[config.mk]
export PLATFORM = sky130hd
export DESIGN_NAME = lp_stop_ctrl
export DESIGN_NICKNAME = d
export VERILOG_FILES = /design/src/rtl/stopctl_pkg.sv /design/src/rtl/stopctl_wake_sync.sv /design/src/rtl/stopctl_mode_track.sv /design/src/rtl/stopctl_tick_timer.sv /design/src/rtl/lp_stop_ctrl.sv
export SDC_FILE = /design/constraint.sdc
export NUM_CORES = 1
export LEC_CHECK = 0
export CORE_MARGIN = 3
export CORE_UTILIZATION = 53
export DETAILED_ROUTE_END_ITERATION = 12
export PLACE_DENSITY = 0.86
export SLEW_MARGIN = 5
export SYNTH_ARGS = -nofsm -noshare
export SYNTH_HDL_FRONTEND = slang
export SYNTH_HIERARCHICAL = 1
export SYNTH_SLANG_ARGS = --single-unit
[constraint.sdc]
create_clock -name clk -period 2.43 [get_ports clk]
set_input_delay 0.3645 -clock clk [delete_from_list [all_inputs] [get_ports clk]]
set_output_delay 0.3645 -clock clk [all_outputs]
set_load 0.1 [all_outputs]
[src/rtl/stopctl_pkg.sv]
`timescale 1ns/1ps
package stopctl_pkg;
    typedef enum logic [1:0] {
        PH_RUN     = 2'd0,
        PH_STOP    = 2'd1,
        PH_WARMUP  = 2'd2,
        PH_CPUWAIT = 2'd3
    } phase_t;

    function automatic int imax(input int a, input int b);
        return (a > b) ? a : b;
    endfunction
endpackage

[src/rtl/stopctl_wake_sync.sv]
`timescale 1ns/1ps
module stopctl_wake_sync #(
    parameter int STAGES = 2
) (
    input  logic clk,
    input  logic rst_n,
    input  logic pin_async,
    output logic pin_hi,
    output logic pin_rise
);
    logic [STAGES-1:0] chain;
    logic              prev_q;

    always_ff @(posedge clk) begin
        if (!rst_n) begin
            chain  <= '0;
            prev_q <= 1'b0;
        end else begin
            chain  <= {chain[STAGES-2:0], pin_async};
            prev_q <= chain[STAGES-1];
        end
    end

    assign pin_hi   = chain[STAGES-1];
    assign pin_rise = chain[STAGES-1] & ~prev_q;
endmodule

[src/rtl/stopctl_mode_track.sv]
`timescale 1ns/1ps
module stopctl_mode_track (
    input  logic clk,
    input  logic rst_n,
    input  logic rel_level,
    input  logic pin_rise,
    output logic eff_level
);
    always_ff @(posedge clk) begin
        if (!rst_n)
            eff_level <= 1'b0;
        else if (!rel_level)
            eff_level <= 1'b0;
        else if (pin_rise)
            eff_level <= 1'b1;
    end


    mode_switch_chk: assert property (@(posedge clk) disable iff (!rst_n)
        $rose(eff_level) |-> ($past(pin_rise) && $past(rel_level)));


    mode_drop_chk: assert property (@(posedge clk) disable iff (!rst_n)
        !rel_level |=> !eff_level);
endmodule

[src/rtl/stopctl_tick_timer.sv]
`timescale 1ns/1ps
module stopctl_tick_timer #(
    parameter int CNT_W = 9
) (
    input  logic             clk,
    input  logic             rst_n,
    input  logic             tick,
    input  logic             load,
    input  logic [CNT_W-1:0] load_val,
    output logic             done
);
    logic [CNT_W-1:0] cnt_q;

    always_ff @(posedge clk) begin
        if (!rst_n)
            cnt_q <= '0;
        else if (load)
            cnt_q <= load_val;
        else if (tick && (cnt_q != '0))
            cnt_q <= cnt_q - 1'b1;
    end

    assign done = (cnt_q == '0);


    hold_without_tick_chk: assert property (@(posedge clk) disable iff (!rst_n)
        (!tick && !load) |=> $stable(cnt_q));
endmodule

[src/rtl/lp_stop_ctrl.sv]
`timescale 1ns/1ps
module lp_stop_ctrl
    import stopctl_pkg::*;
#(
    parameter int WARM_T0     = 16,
    parameter int WARM_T1     = 32,
    parameter int WARM_T2     = 64,
    parameter int WARM_T3     = 128,
    parameter int XWAIT_TICKS = 256,
    parameter int SYNC_STAGES = 2
) (
    input  logic       clk,
    input  logic       rst_n,
    input  logic       tick,
    input  logic       stop_req,
    input  logic       rel_level,
    input  logic       wake_pin,
    input  logic       xwait_en,
    input  logic [1:0] warm_sel,
    output logic       clk_halt,
    output logic       osc_en,
    output logic       cpu_run,
    output logic       wake_ack
);
    localparam int MAX_CNT = imax(imax(imax(WARM_T0, WARM_T1), imax(WARM_T2, WARM_T3)), XWAIT_TICKS);
    localparam int CNT_W   = $clog2(MAX_CNT + 1);

    phase_t           state, nxt;
    logic             pin_hi, pin_rise, eff_level;
    logic             tm_load, tm_done;
    logic [CNT_W-1:0] tm_val, warm_cnt;
    logic             ack_q;
    logic             release_now;

    stopctl_wake_sync #(.STAGES(SYNC_STAGES)) u_sync (
        .clk      (clk),
        .rst_n    (rst_n),
        .pin_async(wake_pin),
        .pin_hi   (pin_hi),
        .pin_rise (pin_rise)
    );

    stopctl_mode_track u_mode (
        .clk      (clk),
        .rst_n    (rst_n),
        .rel_level(rel_level),
        .pin_rise (pin_rise),
        .eff_level(eff_level)
    );

    stopctl_tick_timer #(.CNT_W(CNT_W)) u_timer (
        .clk     (clk),
        .rst_n   (rst_n),
        .tick    (tick),
        .load    (tm_load),
        .load_val(tm_val),
        .done    (tm_done)
    );

    always_comb begin
        unique case (warm_sel)
            2'd0:    warm_cnt = CNT_W'(WARM_T0);
            2'd1:    warm_cnt = CNT_W'(WARM_T1);
            2'd2:    warm_cnt = CNT_W'(WARM_T2);
            default: warm_cnt = CNT_W'(WARM_T3);
        endcase
    end

    assign release_now = eff_level ? pin_hi : pin_rise;

    // state register
    always_ff @(posedge clk) begin
        if (!rst_n)
            state <= PH_RUN;
        else
            state <= nxt;
    end

    // transitions
    always_comb begin
        nxt     = state;
        tm_load = 1'b0;
        tm_val  = warm_cnt;
        unique case (state)
            PH_RUN: begin
                if (stop_req && !(eff_level && pin_hi))
                    nxt = PH_STOP;
            end
            PH_STOP: begin
                if (release_now) begin
                    nxt     = PH_WARMUP;
                    tm_load = 1'b1;
                    tm_val  = warm_cnt;
                end
            end
            PH_WARMUP: begin
                if (tm_done) begin
                    if (xwait_en) begin
                        nxt     = PH_CPUWAIT;
                        tm_load = 1'b1;
                        tm_val  = CNT_W'(XWAIT_TICKS);
                    end else begin
                        nxt = PH_RUN;
                    end
                end
            end
            PH_CPUWAIT: begin
                if (tm_done)
                    nxt = PH_RUN;
            end
            default: nxt = PH_RUN;
        endcase
    end

    // acknowledge pulse
    always_ff @(posedge clk) begin
        if (!rst_n)
            ack_q <= 1'b0;
        else
            ack_q <= (state != PH_RUN) && (nxt == PH_RUN);
    end

    // outputs
    always_comb begin
        clk_halt = 1'b0;
        osc_en   = 1'b1;
        cpu_run  = 1'b0;
        unique case (state)
            PH_RUN:     cpu_run = 1'b1;
            PH_STOP: begin
                clk_halt = 1'b1;
                osc_en   = 1'b0;
            end
            PH_WARMUP:  clk_halt = 1'b1;
            PH_CPUWAIT: clk_halt = 1'b0;
            default:    cpu_run = 1'b1;
        endcase
    end

    assign wake_ack = ack_q;


    level_refuse_chk: assert property (@(posedge clk) disable iff (!rst_n)
        (state == PH_RUN && stop_req && eff_level && pin_hi) |=> (state == PH_RUN));


    edge_hold_chk: assert property (@(posedge clk) disable iff (!rst_n)
        (state == PH_STOP && !eff_level && !pin_rise) |=> (state == PH_STOP));


    cpuwait_gate_chk: assert property (@(posedge clk) disable iff (!rst_n)
        (state == PH_CPUWAIT && $past(state) == PH_WARMUP) |-> $past(xwait_en));


    warm_no_restop_chk: assert property (@(posedge clk) disable iff (!rst_n)
        (state == PH_WARMUP) |=> (state != PH_STOP));


    ack_single_chk: assert property (@(posedge clk) disable iff (!rst_n)
        wake_ack |=> !wake_ack);


    ack_origin_chk: assert property (@(posedge clk) disable iff (!rst_n)
        wake_ack |-> (cpu_run && $past(state) != PH_RUN));
endmodule

-- After elaboration in Yosys (flattened, before gate mapping)
Cells that the tools add are included.
- bits in registers: 16
- input bits: 9
- output and inout port bits: 4
- word-level logic and storage cells: 48
- add/subtract/negate cells: 1
- eq/ne operators: 5
- mux-type cells: 20
- bitwise logic cells: 2
- reductions and logical operators: 14
- operator list (operator ; count):
    9-bit two-way mux ; 5
    8-bit case mux with 3 select lines ; 1
    2-bit two-way mux ; 5
    9-bit logical NOT ; 1
    9-bit nonzero test ; 1
    9-bit by 1-bit subtractor with 9-bit output (second input constant) ; 1
    2-bit case mux with 4 select lines ; 1
    1-bit two-way mux ; 7
    2-bit equality test (second input constant) ; 3
    2-bit logical NOT ; 3
    2-bit by 1-bit equality test with 1-bit output (second input constant) ; 2
    1-bit logical AND ; 4
    2-bit nonzero test ; 2
    1-bit case mux with 2 select lines ; 1
    2-bit AND reduction ; 1
    2-bit OR reduction ; 1
    1-bit AND ; 1
    1-bit logical NOT ; 1
    1-bit NOT ; 1

-- Depth between registers and ports, before layout
Gate-level depths: netlist (run 1).
- depth in word-level cells: 7
- gate-level depth with buffers: 11
- gate-level depth less buffers: 10

-- By module
The synthesis (run 1) kept the hierarchy.
- by module, submodules not included (module ; times used ; cells an instance ; area an instance (µm²) ; seq. area each (µm²)):
    stopctl_tick_timer ; 1 ; 71 ; 588.1 ; 180.2
    lp_stop_ctrl ; 1 ; 36 ; 287.8 ; 60.1
    stopctl_wake_sync ; 1 ; 7 ; 92.6 ; 60.1
    stopctl_mode_track ; 1 ; 2 ; 30.0 ; 20.0

-- Worst setup path after synthesis (run 1)
Ideal clock, no wire load.
- path kind: flip-flop to flip-flop
- start: register state[1]
- end: register u_timer.cnt_q[5]
- library setup time: 0.127 ns
- arrival time: 2.002 ns
- data required time: 2.303 ns
- slack: 0.301 ns
- cell stages (with the launch flop): 8
- buffers on the path: 1
- period minus slack after synthesis: 2.129 ns
- cells stage by stage: dfxtp_1 -> inv_1 -> ha_1 -> nor2b_1 -> inv_1 -> buf_2 -> o21ai_0 -> a211oi_2
- cells in the longest elaborated chain, start to end: 3
- elaborated cells on any way between the ends: 6
- classes of those cells: eq/ne (2); mux (3); reduce/logical (1)
- RTL lines (element ; RTL line ; RTL):
    start, declared ; lp_stop_ctrl.sv:28 ; phase_t state, nxt;
    start signal, assigned ; lp_stop_ctrl.sv:76 ; state <= nxt;
    2-bit equality test / 2-bit by 1-bit equality test with 1-bit output (equally long branches) ; lp_stop_ctrl.sv:84 ; unique case (state)
    1-bit case mux with 2 select lines * ; lp_stop_ctrl.sv:84 ;
    via tm_load ; lp_stop_ctrl.sv:30 ; logic tm_load, tm_done;
    9-bit two-way mux / 2-bit nonzero test (equally long branches) ; n/a ;
    end signal, assigned ; stopctl_tick_timer.sv:18 ; cnt_q <= load_val;
    end signal, assigned ; stopctl_tick_timer.sv:20 ; cnt_q <= cnt_q - 1'b1;
    end, declared ; stopctl_tick_timer.sv:12 ; logic [CNT_W-1:0] cnt_q;
The timed path passes the listed nets; every way through them passes the cells marked *.
A chain may end at the register's enable or synchronous reset.

-- Worst setup path after layout (run 1)
- start: register u_timer.cnt_q[0]
- end: register u_timer.cnt_q[7]
- cells in the longest elaborated chain, start to end: 4
- elaborated cells on any way between the ends: 11
- classes of those cells: add/sub (1); mux (6); reduce/logical (4)
- RTL lines (element ; RTL line ; RTL):
    9-bit logical NOT * ; stopctl_tick_timer.sv:23 ; assign done = (cnt_q == '0);
    via tm_done ; lp_stop_ctrl.sv:30 ;
    1-bit two-way mux * ; lp_stop_ctrl.sv:97 ; if (tm_done) begin
    1-bit case mux with 2 select lines * ; lp_stop_ctrl.sv:84 ;
    via tm_load ; lp_stop_ctrl.sv:30 ;
    9-bit two-way mux / 2-bit nonzero test (equally long branches) ; n/a ;
The timed path passes the listed nets; every way through them passes the cells marked *. The select of a mux whose other input is x is not followed.

==> flow_metrics.env, run 1 <==
export IMPL_worstMarginPinSlew_ns=0.601
export IMPL_max_freq_ghz=0.491
export IMPL_worstPathCellList="inv_1 > ha_1 > and4b_1 > nand3_1 > inv_1 > a21oi_2 > nor2b_1 > inv_1 > and4_1 > nor3_1"
export IMPL_period_share=0.838
export IMPL_rows=15
export IMPL_antenna_found_initial=0
export IMPL_setup_viol=0
export IMPL_clockRootBuffer="clkbuf_4"
export IMPL_critPathRequiredTime_ns=2.61
export IMPL_ioPinCount=13
export IMPL_critPathArrivalTime_ns=2.22
export IMPL_syn_avg_cell_area_um2=8.61
export IMPL_min_period_ns=2.04
export IMPL_yosysWarnings=6
export IMPL_totalWireLength_mm=2.25
export IMPL_synthCells=116
export IMPL_cp_end_kind="flip-flop"
export IMPL_cp_max_fo=12
export IMPL_cts_made_buffers=3
export IMPL_status="complete, no violations"
export IMPL_io_buffers=12
export IMPL_yosys_area_top_type_share=0.321
export IMPL_synth_seq_area_share=0.321
export IMPL_totalPowerFinal_mw=1.07
export IMPL_path_buf_inv=3
export IMPL_area_growth_pct=18.7
export IMPL_drtIter0Drc=31
export IMPL_num_vias=932
export IMPL_cts_resized=0
export IMPL_grt_pass1_wl_mm=4.13
export IMPL_hold_class="flip-flop to flip-flop"
export IMPL_synth_flop_cell="dfxtp_1"
export IMPL_ys_ff_latch=16
export IMPL_crit_family="simple AND/OR/NAND/NOR gates"
export IMPL_avgViaCountPerCell=5.86
export IMPL_cp_start_kind="flip-flop"
export IMPL_slowest_delay_ns=0.39
export IMPL_cpMostUsedCell="inv_1"
export IMPL_clock_latency_ns=0.29
export IMPL_ir_drop_uv=502
export IMPL_synthTopCellsByArea="dfxtp_1, ha_1, nand3_1"
export IMPL_fp_dieW_um=49.4
export IMPL_cts_tree="done"
export IMPL_gp_congestion=0.880
export IMPL_die_h_um=49.4
export IMPL_route_detailed_drc=0
export IMPL_n_antenna_cell=0
export IMPL_synth_top_cell_by_area="dfxtp_1"
export IMPL_final_antenna_net_count=0
export IMPL_h_tree_depth=1
export IMPL_grt_usage=0.217
export IMPL_synthesis_area_um2=998
export IMPL_drv_slew=0
export IMPL_cts_sinks=16
export IMPL_synthArstFlopShare=0
export IMPL_first_pass_iters=4
export IMPL_start_util=0.572
export IMPL_grt_pass1_vias=953
export IMPL_clkTransAtPathRegs_ns=0.10
export IMPL_synth_edf_count=0
export IMPL_fin_nets=149
export IMPL_rsz0062_at_grt="false"
export IMPL_relSlewSlack=0.596
export IMPL_core_area_um2=1750
export IMPL_p_leak_nw=0.471
export IMPL_whs_ns=0.442
export IMPL_routedWlPerCell_um=14.1
export IMPL_crit_path_top_delay_cell="dfxtp_1"
export IMPL_grt_max_degree=13
export IMPL_cts_buffer_depth=2
export IMPL_hold_violations=0
export IMPL_fp_dieArea_um2=2440
export IMPL_cts_hold_buffers=0
export IMPL_setup_tns_final_ns=0
export IMPL_worstSetupPathType="flip-flop to flip-flop"
export IMPL_drv_cap=0
export IMPL_fin_skew_ns=0.00438
export IMPL_hpwlAfterDp_mm=1.66
export IMPL_cts_setup_buffers=0
export IMPL_grt_overflow=0
export IMPL_p_per_area_nw_per_um2=905
export IMPL_yosysUniqueCellTypes=47
export IMPL_drive_above_1_share=0.149
-- cell families (layout without fill, tap and decap cells) --
group	after synthesis	after routing	share of synthesized area
simple gates	47	47	0.282
mux	1	1	0.0150
other cells	1	4	0.00376
flops	16	16	0.321
fa+ha+maj	5	5	0.0627
buf+inv	11	26	0.0514
compound gates	35	35	0.264
-- cells in the mapped netlist (all sizes together) (2+ instances only) --
cell type / count
a311oi: 2
dfxtp: 16
ha: 5
o211ai: 4
a21oi: 4
o21ai: 8
nand2b: 2
a31oi: 2
nand2: 5
nor2: 8
nor3: 4
nor2b: 3
and2: 3
nor4: 2
o21a: 3
nand3: 9
inv: 7
buf: 3
or4: 2
o2111ai: 3
-- final timing paths --
check | cells past startpoint | slack, ns | startpoint | end
worst max-delay path | 10 | 0.39 | u_timer/cnt_q[0] | u_timer/cnt_q[7]
worst min-delay path | 1 | 0.44 | u_sync/chain[0] | u_sync/chain[1]
worst max register to register | 10 | 0.39 | u_timer/cnt_q[0] | u_timer/cnt_q[7]
worst min register to register | 1 | 0.44 | u_sync/chain[0] | u_sync/chain[1]
-- worst register-to-register path, cell delays in order, from the launching register on --
cell     delay, ns
dfxtp_1       0.39
inv_1         0.06
ha_1          0.23
and4b_1       0.20
nand3_1       0.13
inv_1         0.11
a21oi_2       0.16
nor2b_1       0.08
inv_1         0.26
and4_1        0.26
nor3_1        0.05
-- state kept, by name, indices dropped and copies added, names as in the netlist --
signal,count
u_sync/prev_q,1
wake_ack,1
u_sync/chain,2
u_mode/eff_level,1
u_timer/cnt_q,9
state,2
-- per-layer routing --
layer / routed length (µm) / vias up / part of all wire / track usage
met2: 1100 / 21 / 0.49 / 0.366
met3: 101 / 4 / 0.045 / 0.0428
li1: - / 469 / - / -
met1: 1020 / 438 / 0.45 / 0.260
met5: 0 / - / 0 / 0
met4: 36 / 0 / 0.016 / 0.111
-- power by group --
part	leakage, nW	internal (mW)	total (mW)	switching, mW
clock network	0.0210	0.0913	0.182	0.0906
registers	0.131	0.313	0.373	0.0600
logic	0.319	0.227	0.518	0.291
-- through the flow --
| stage | area [µm²] | instances | setup WS [ns] | utilization |
|---|---|---|---|---|
| floorplan | 1010 | 119 | 0.301 | - |
| global placement | 1150 | 155 | 0.472 | 0.658 |
| detailed placement | 1150 | 155 | 0.430 | 0.658 |
| CTS | 1180 | 159 | 0.425 | 0.679 |
| global route | 1180 | 159 | 0.117 | 0.679 |
| finish | 1180 | 159 | 0.394 | 0.679 |
-- area by class of cell --
class | instances | area, µm²
clock buffer | 4 | 36.3
fill | 155 | 561
sequential | 16 | 320
tap | 25 | 31.3
timing repair buffer | 15 | 133
multi-input combinational | 92 | 638
inverter | 7 | 26.3
-- cell usage in the layout (no fill, tap or decap), drive strengths merged, types with 4 or more instances in the layout --
cell            n
clkbuf          4
ha              5
inv             7
nand3           9
clkdlybuf4s50   8
dfxtp          16
nor3            4
nor2            8
a21oi           4
conb            4
o21ai           8
nand2           5
o211ai          4
buf             7
No activity file was read; power rests on OpenSTA's default activity.
==> run 2: changes to the inputs <==
==> constraint.sdc (replaced) <==
create_clock -name clk -period 1.9 [get_ports clk]
set_input_delay 0.285 -clock clk [delete_from_list [all_inputs] [get_ports clk]]
set_output_delay 0.285 -clock clk [all_outputs]
set_load 0.1 [all_outputs]
==> run 2 against run 1 <==
Against the previous run: worst setup slack got worse by 0.36 ns; clock skew fell by 0.0032 ns; global-route usage grew 2.1 points; hold slack gained 0.013 ns; clock power is 27% higher; routed wire length grew 22%; critical path depth unchanged; non-clock buffer count is 17 higher; sequential power increased by 20%; critical path type unchanged; largest cell class unchanged; largest power group unchanged.
==> flow_metrics.env, run 2 (synthesized netlist as in run 1, its figures left out) <==
export IMPL_grt_overflow=0
export IMPL_relSlewSlack=0.568
export IMPL_setup_viol=0
export IMPL_num_vias=1054
export IMPL_clock_latency_ns=0.29
export IMPL_worstSetupPathType="flip-flop to flip-flop"
export IMPL_io_buffers=12
export IMPL_worstMarginPinSlew_ns=0.642
export IMPL_grt_max_degree=18
export IMPL_core_area_um2=1750
export IMPL_drv_slew=0
export IMPL_die_h_um=49.4
export IMPL_clockRootBuffer="clkbuf_4"
export IMPL_hpwlAfterDp_mm=1.82
export IMPL_totalPowerFinal_mw=1.56
export IMPL_cts_sinks=16
export IMPL_place_area_um2=1290
export IMPL_avgViaCountPerCell=5.99
export IMPL_area_growth_pct=41.7
export IMPL_final_cell_mix="buf_4, dfxtp_1, nand3_1, o21ai_0, clkdlybuf4s50_1"
export IMPL_status="complete, no violations"
export IMPL_totalWireLength_mm=2.75
export IMPL_first_pass_iters=4
export IMPL_routedWlPerCell_um=15.6
export IMPL_crit_path_top_delay_cell="dfxtp_2"
export IMPL_grt_usage=0.238
export IMPL_path_buf_inv=3
export IMPL_rows=15
export IMPL_largest_register_ffs=9
export IMPL_period_share=0.984
export IMPL_worstPathCellList="nor4_2 > and4b_1 > nand3_2 > inv_2 > a21oi_4 > nor2b_4 > buf_6 > buf_6 > nor2_2 > a211oi_2"
export IMPL_cts_made_buffers=3
export IMPL_drive_above_1_share=0.318
export IMPL_ir_drop_uv=717
export IMPL_critPathRequiredTime_ns=2.11
export IMPL_hold_violations=0
export IMPL_layout_commonest_cell="buf_4"
export IMPL_n_antenna_cell=0
export IMPL_crit_family="simple AND/OR/NAND/NOR gates"
export IMPL_grt_pass1_vias=1021
export IMPL_cts_buffer_depth=2
export IMPL_top_regs="u_timer/cnt_q: 9 flops, state: 2 flops, u_sync/chain: 2 flops"
export IMPL_slowest_delay_ns=0.34
export IMPL_hold_path_depth=1
export IMPL_final_antenna_net_count=0
export IMPL_fp_dieW_um=49.4
export IMPL_start_util=0.572
export IMPL_min_period_ns=1.87
export IMPL_grt_pass1_wl_mm=4.50
export IMPL_fp_dieArea_um2=2440
export IMPL_p_per_area_nw_per_um2=1100
export IMPL_cp_end_kind="flip-flop"
export IMPL_fin_skew_ns=0.00114
export IMPL_p_leak_nw=0.582
export IMPL_cts_tree="done"
export IMPL_route_detailed_drc=0
export IMPL_drtIter0Drc=36
export IMPL_design_area_um2=1420
export IMPL_fin_nets=166
export IMPL_cpMostUsedCell="buf_6"
export IMPL_ioPinCount=13
export IMPL_regMostFlops="u_timer/cnt_q"
export IMPL_whs_ns=0.455
export IMPL_r2r_cells=10
export IMPL_cp_start_kind="flip-flop"
export IMPL_clkTransAtPathRegs_ns=0.10
export IMPL_cts_hold_buffers=0
export IMPL_worstSetupPathDepth=10
export IMPL_critPathArrivalTime_ns=2.08
export IMPL_drv_cap=0
export IMPL_cp_max_fo=5
export IMPL_h_tree_depth=1
export IMPL_hold_class="flip-flop to flip-flop"
export IMPL_antenna_found_initial=0
export IMPL_gp_congestion=0.838
export IMPL_max_freq_ghz=0.535
[run 2: cell types whose count changed in the layout (fill, tap and decap cells not counted), moves of 2 or more]
cell	delta
buf_4	+11
buf_12	+3
buf_6	+2
dfxtp_1	-2
dfxtp_2	+2
inv_1	-2
nor2b_1	-2
nor2b_4	+2
[run 2: per-layer routing]
layer,global-route usage,wire length [µm],vias to the layer above
met5,0,0,-
met2,0.417,1390,38
met4,0.0876,38,0
met1,0.269,1180,507
met3,0.0734,143,7
li1,-,-,502
[run 2: final cells by class]
class	count	area (µm²)
Inverter	7	28.8
Tap cell	25	31.3
Multi-Input combinational cell	92	693
Timing Repair Buffer	32	303
Fill cell	108	330
Clock buffer	4	36.3
Sequential cell	16	323
[run 2: where the power goes]
| part | internal [mW] | switching [mW] | leakage (nW) |
|---|---|---|---|
| sequential | 0.403 | 0.0458 | 0.132 |
| clock | 0.117 | 0.115 | 0.0210 |
| combinational | 0.405 | 0.478 | 0.430 |
| total | 0.924 | 0.638 | 0.582 |
[run 2: metrics by stage]
| stage | utilization | cells | setup TNS, ns | worst slack, ns |
|---|---|---|---|---|
| 5_1_grt | 0.811 | 176 | -0.0715 | -0.0281 |
| 3_3_place_gp | 0.738 | 167 | 0 | 0.129 |
| 4_1_cts | 0.781 | 174 | 0 | 0.0111 |
| 2_1_floorplan | - | 119 | 0 | 0.0853 |
| 3_5_place_dp | 0.738 | 167 | -0.00272 | -0.00272 |
| 6_report | 0.811 | 176 | 0 | 0.0296 |
[run 2: path summary, 6_finish.rpt]
path / from / endpoint / slack, ns
max: u_timer/cnt_q[5] / u_timer/cnt_q[5] / 0.03
min: u_sync/chain[0] / u_sync/chain[1] / 0.45
max reg2reg: u_timer/cnt_q[5] / u_timer/cnt_q[5] / 0.03
min reg2reg: u_sync/chain[0] / u_sync/chain[1] / 0.45
[run 2: timing repair]
action | 4_1_cts | 5_1_grt
pin swaps | 2 | 5
gates resized for setup | 8 | 9
cloned | 1 | 0
buffers inserted | 2 | 2
endpoints found under the setup margin | 1 | 9
==> run 3: changes to the inputs <==
--- a/config.mk
+++ b/config.mk
@@ -6,9 +6,9 @@
 export NUM_CORES = 1
 export LEC_CHECK = 0
 export CORE_MARGIN = 3
-export CORE_UTILIZATION = 53
+export CORE_UTILIZATION = 40
 export DETAILED_ROUTE_END_ITERATION = 12
-export PLACE_DENSITY = 0.86
+export PLACE_DENSITY = 0.7
 export SLEW_MARGIN = 5
 export SYNTH_ARGS = -nofsm -noshare
 export SYNTH_HDL_FRONTEND = slang
==> constraint.sdc (replaced) <==
create_clock -name clk -period 1.9 [get_ports clk]
set_input_delay 0.285 -clock clk [delete_from_list [all_inputs] [get_ports clk]]
set_output_delay 0.285 -clock clk [all_outputs]
set_load 0.05 [all_outputs]
==> run 3 against run 2 <==
Against the previous run: first-iteration DRC count up 2.8%; clock power about the same; non-clock buffer count down 1; critical endpoint unchanged; largest cell class unchanged; highest routed layer unchanged.
==> flow_metrics.env, run 3 (synthesized netlist as in run 1, its figures left out) <==
export IMPL_status="complete, no violations"
export IMPL_first_pass_iters=4
export IMPL_register_area_um2=323
export IMPL_die_h_um=56.0
export IMPL_ir_drop_uv=633
export IMPL_fin_nets=165
export IMPL_hpwlAfterDp_mm=1.75
export IMPL_period_share=0.986
export IMPL_drtIter0Drc=37
export IMPL_gp_congestion=0.868
export IMPL_p_leak_nw=0.569
export IMPL_hold_path_depth=1
export IMPL_grt_pass1_vias=977
export IMPL_crit_path_top_delay_cell="dfxtp_2"
export IMPL_n_antenna_cell=0
export IMPL_cts_buffer_depth=2
export IMPL_fin_skew_ns=0.00918
export IMPL_ioPinCount=13
export IMPL_core_area_um2=2300
export IMPL_cts_hold_buffers=0
export IMPL_fp_dieW_um=56.0
export IMPL_post_route_util=0.601
export IMPL_grt_usage=0.164
export IMPL_cts_tree="done"
export IMPL_multi_input_area_um2=676
export IMPL_hold_violations=0
export IMPL_worstSetupPathDepth=9
export IMPL_final_antenna_net_count=0
export IMPL_crit_family="simple AND/OR/NAND/NOR gates"
export IMPL_fp_dieArea_um2=3130
export IMPL_clockRootBuffer="clkbuf_4"
export IMPL_regMostFlops="u_timer/cnt_q"
export IMPL_clock_latency_ns=0.30
export IMPL_relSlewSlack=0.557
export IMPL_area_growth_pct=38.2
export IMPL_cp_end_kind="flip-flop"
export IMPL_min_period_ns=1.87
export IMPL_route_detailed_drc=0
export IMPL_worstSetupPathType="flip-flop to flip-flop"
export IMPL_start_util=0.435
export IMPL_whs_ns=0.440
export IMPL_totalWireLength_mm=2.63
export IMPL_antenna_found_initial=0
export IMPL_grt_max_degree=15
export IMPL_slowest_delay_ns=0.34
export IMPL_fill_cells=211
export IMPL_hold_class="flip-flop to flip-flop"
export IMPL_setup_viol=0
export IMPL_cts_sinks=16
export IMPL_critPathRequiredTime_ns=2.12
export IMPL_cts_made_buffers=3
export IMPL_rows=17
export IMPL_path_buf_inv=2
export IMPL_p_per_area_nw_per_um2=1080
export IMPL_cp_start_kind="flip-flop"
export IMPL_grt_pass1_wl_mm=4.15
export IMPL_drive_above_1_share=0.293
export IMPL_max_freq_ghz=0.534
export IMPL_clkTransAtPathRegs_ns=0.10
export IMPL_worstMarginPinSlew_ns=0.659
export IMPL_worstPathCellList="nor4_2 > and4b_1 > nand3_2 > inv_2 > a21oi_4 > nor2b_4 > buf_2 > nor2_1 > a211oi_2"
export IMPL_drv_cap=0
export IMPL_final_cell_mix="buf_4, dfxtp_1, clkdlybuf4s50_1"
export IMPL_drv_slew=0
export IMPL_largest_register_ffs=9
export IMPL_r2r_cells=9
export IMPL_avgViaCountPerCell=5.77
export IMPL_layout_commonest_cell="buf_4"
export IMPL_critPathArrivalTime_ns=2.09
export IMPL_io_buffers=12
export IMPL_h_tree_depth=1
export IMPL_cp_max_fo=5
export IMPL_top_regs="u_timer/cnt_q: 9 flops, state: 2 flops, u_sync/chain: 2 flops"
export IMPL_routedWlPerCell_um=14.8
export IMPL_grt_overflow=0
export IMPL_num_vias=1027
[run 3: changes by cell type in the layout (fill, tap and decap cells not counted), sizes merged]
cell | before | now
buf | 24 | 22
clkdlybuf4s50 | 8 | 9
[run 3: routing by layer]
| layer | part of all wire | track usage | wire length (µm) |
|---|---|---|---|
| met1 | 0.43 | 0.194 | 1140 |
| met2 | 0.49 | 0.285 | 1290 |
| met3 | 0.062 | 0.0441 | 163 |
| met4 | 0.014 | 0.0508 | 36 |
| met5 | 0 | 0 | 0 |
[run 3: layout make-up]
| cell class | count | share of cell area |
|---|---|---|
| Sequential cell | 16 | 0.234 |
| Timing Repair Buffer | 31 | 0.204 |
| Inverter | 7 | 0.0209 |
| Tap cell | 28 | 0.0254 |
| Multi-Input combinational cell | 92 | 0.490 |
| Clock buffer | 4 | 0.0263 |
[run 3: what timing repair did]
| action | in CTS | in global routing |
|---|---|---|
| pin swaps | 0 | 5 |
| buffers inserted | 2 | 2 |
| gates cloned | 0 | 1 |
| gates resized for setup | 0 | 14 |
| setup endpoints to repair | 1 | 9 |
[run 3: final timing paths]
check,start,to,slack (ns)
hold reg to reg,u_sync/chain[0],u_sync/chain[1],0.44
setup reg to reg,u_timer/cnt_q[5],u_timer/cnt_q[5],0.03
setup / recovery,u_timer/cnt_q[5],u_timer/cnt_q[5],0.03
hold / removal,u_sync/chain[0],u_sync/chain[1],0.44
[run 3: metrics by stage]
| step | setup WS, ns | std cells | power [mW] | cell area [µm²] | TNS (ns) |
|---|---|---|---|---|---|
| 2_1_floorplan | 0.0852 | 119 | 0.980 | 1010 | 0 |
| 3_3_place_gp | 0.0980 | 169 | 1.18 | 1260 | 0 |
| 3_5_place_dp | 0.0224 | 169 | 1.20 | 1260 | 0 |
| 4_1_cts | 0.00731 | 175 | 1.44 | 1310 | 0 |
| 5_1_grt | -0.0450 | 178 | 1.60 | 1380 | -0.0945 |
| 6_report | 0.0258 | 178 | 1.50 | 1380 | 0 |
[run 3: power by group]
part	switching, mW	internal, mW	leakage [nW]
Sequential	0.0450	0.403	0.132
Clock	0.117	0.117	0.0210
Combinational	0.428	0.386	0.417
[run 3: worst register-to-register path: stages, from the launching register on]
cell,delay [ns]
dfxtp_2,0.34
nor4_2,0.25
and4b_1,0.28
nand3_2,0.10
inv_2,0.09
a21oi_4,0.05
nor2b_4,0.19
buf_2,0.20
nor2_1,0.07
a211oi_2,0.23
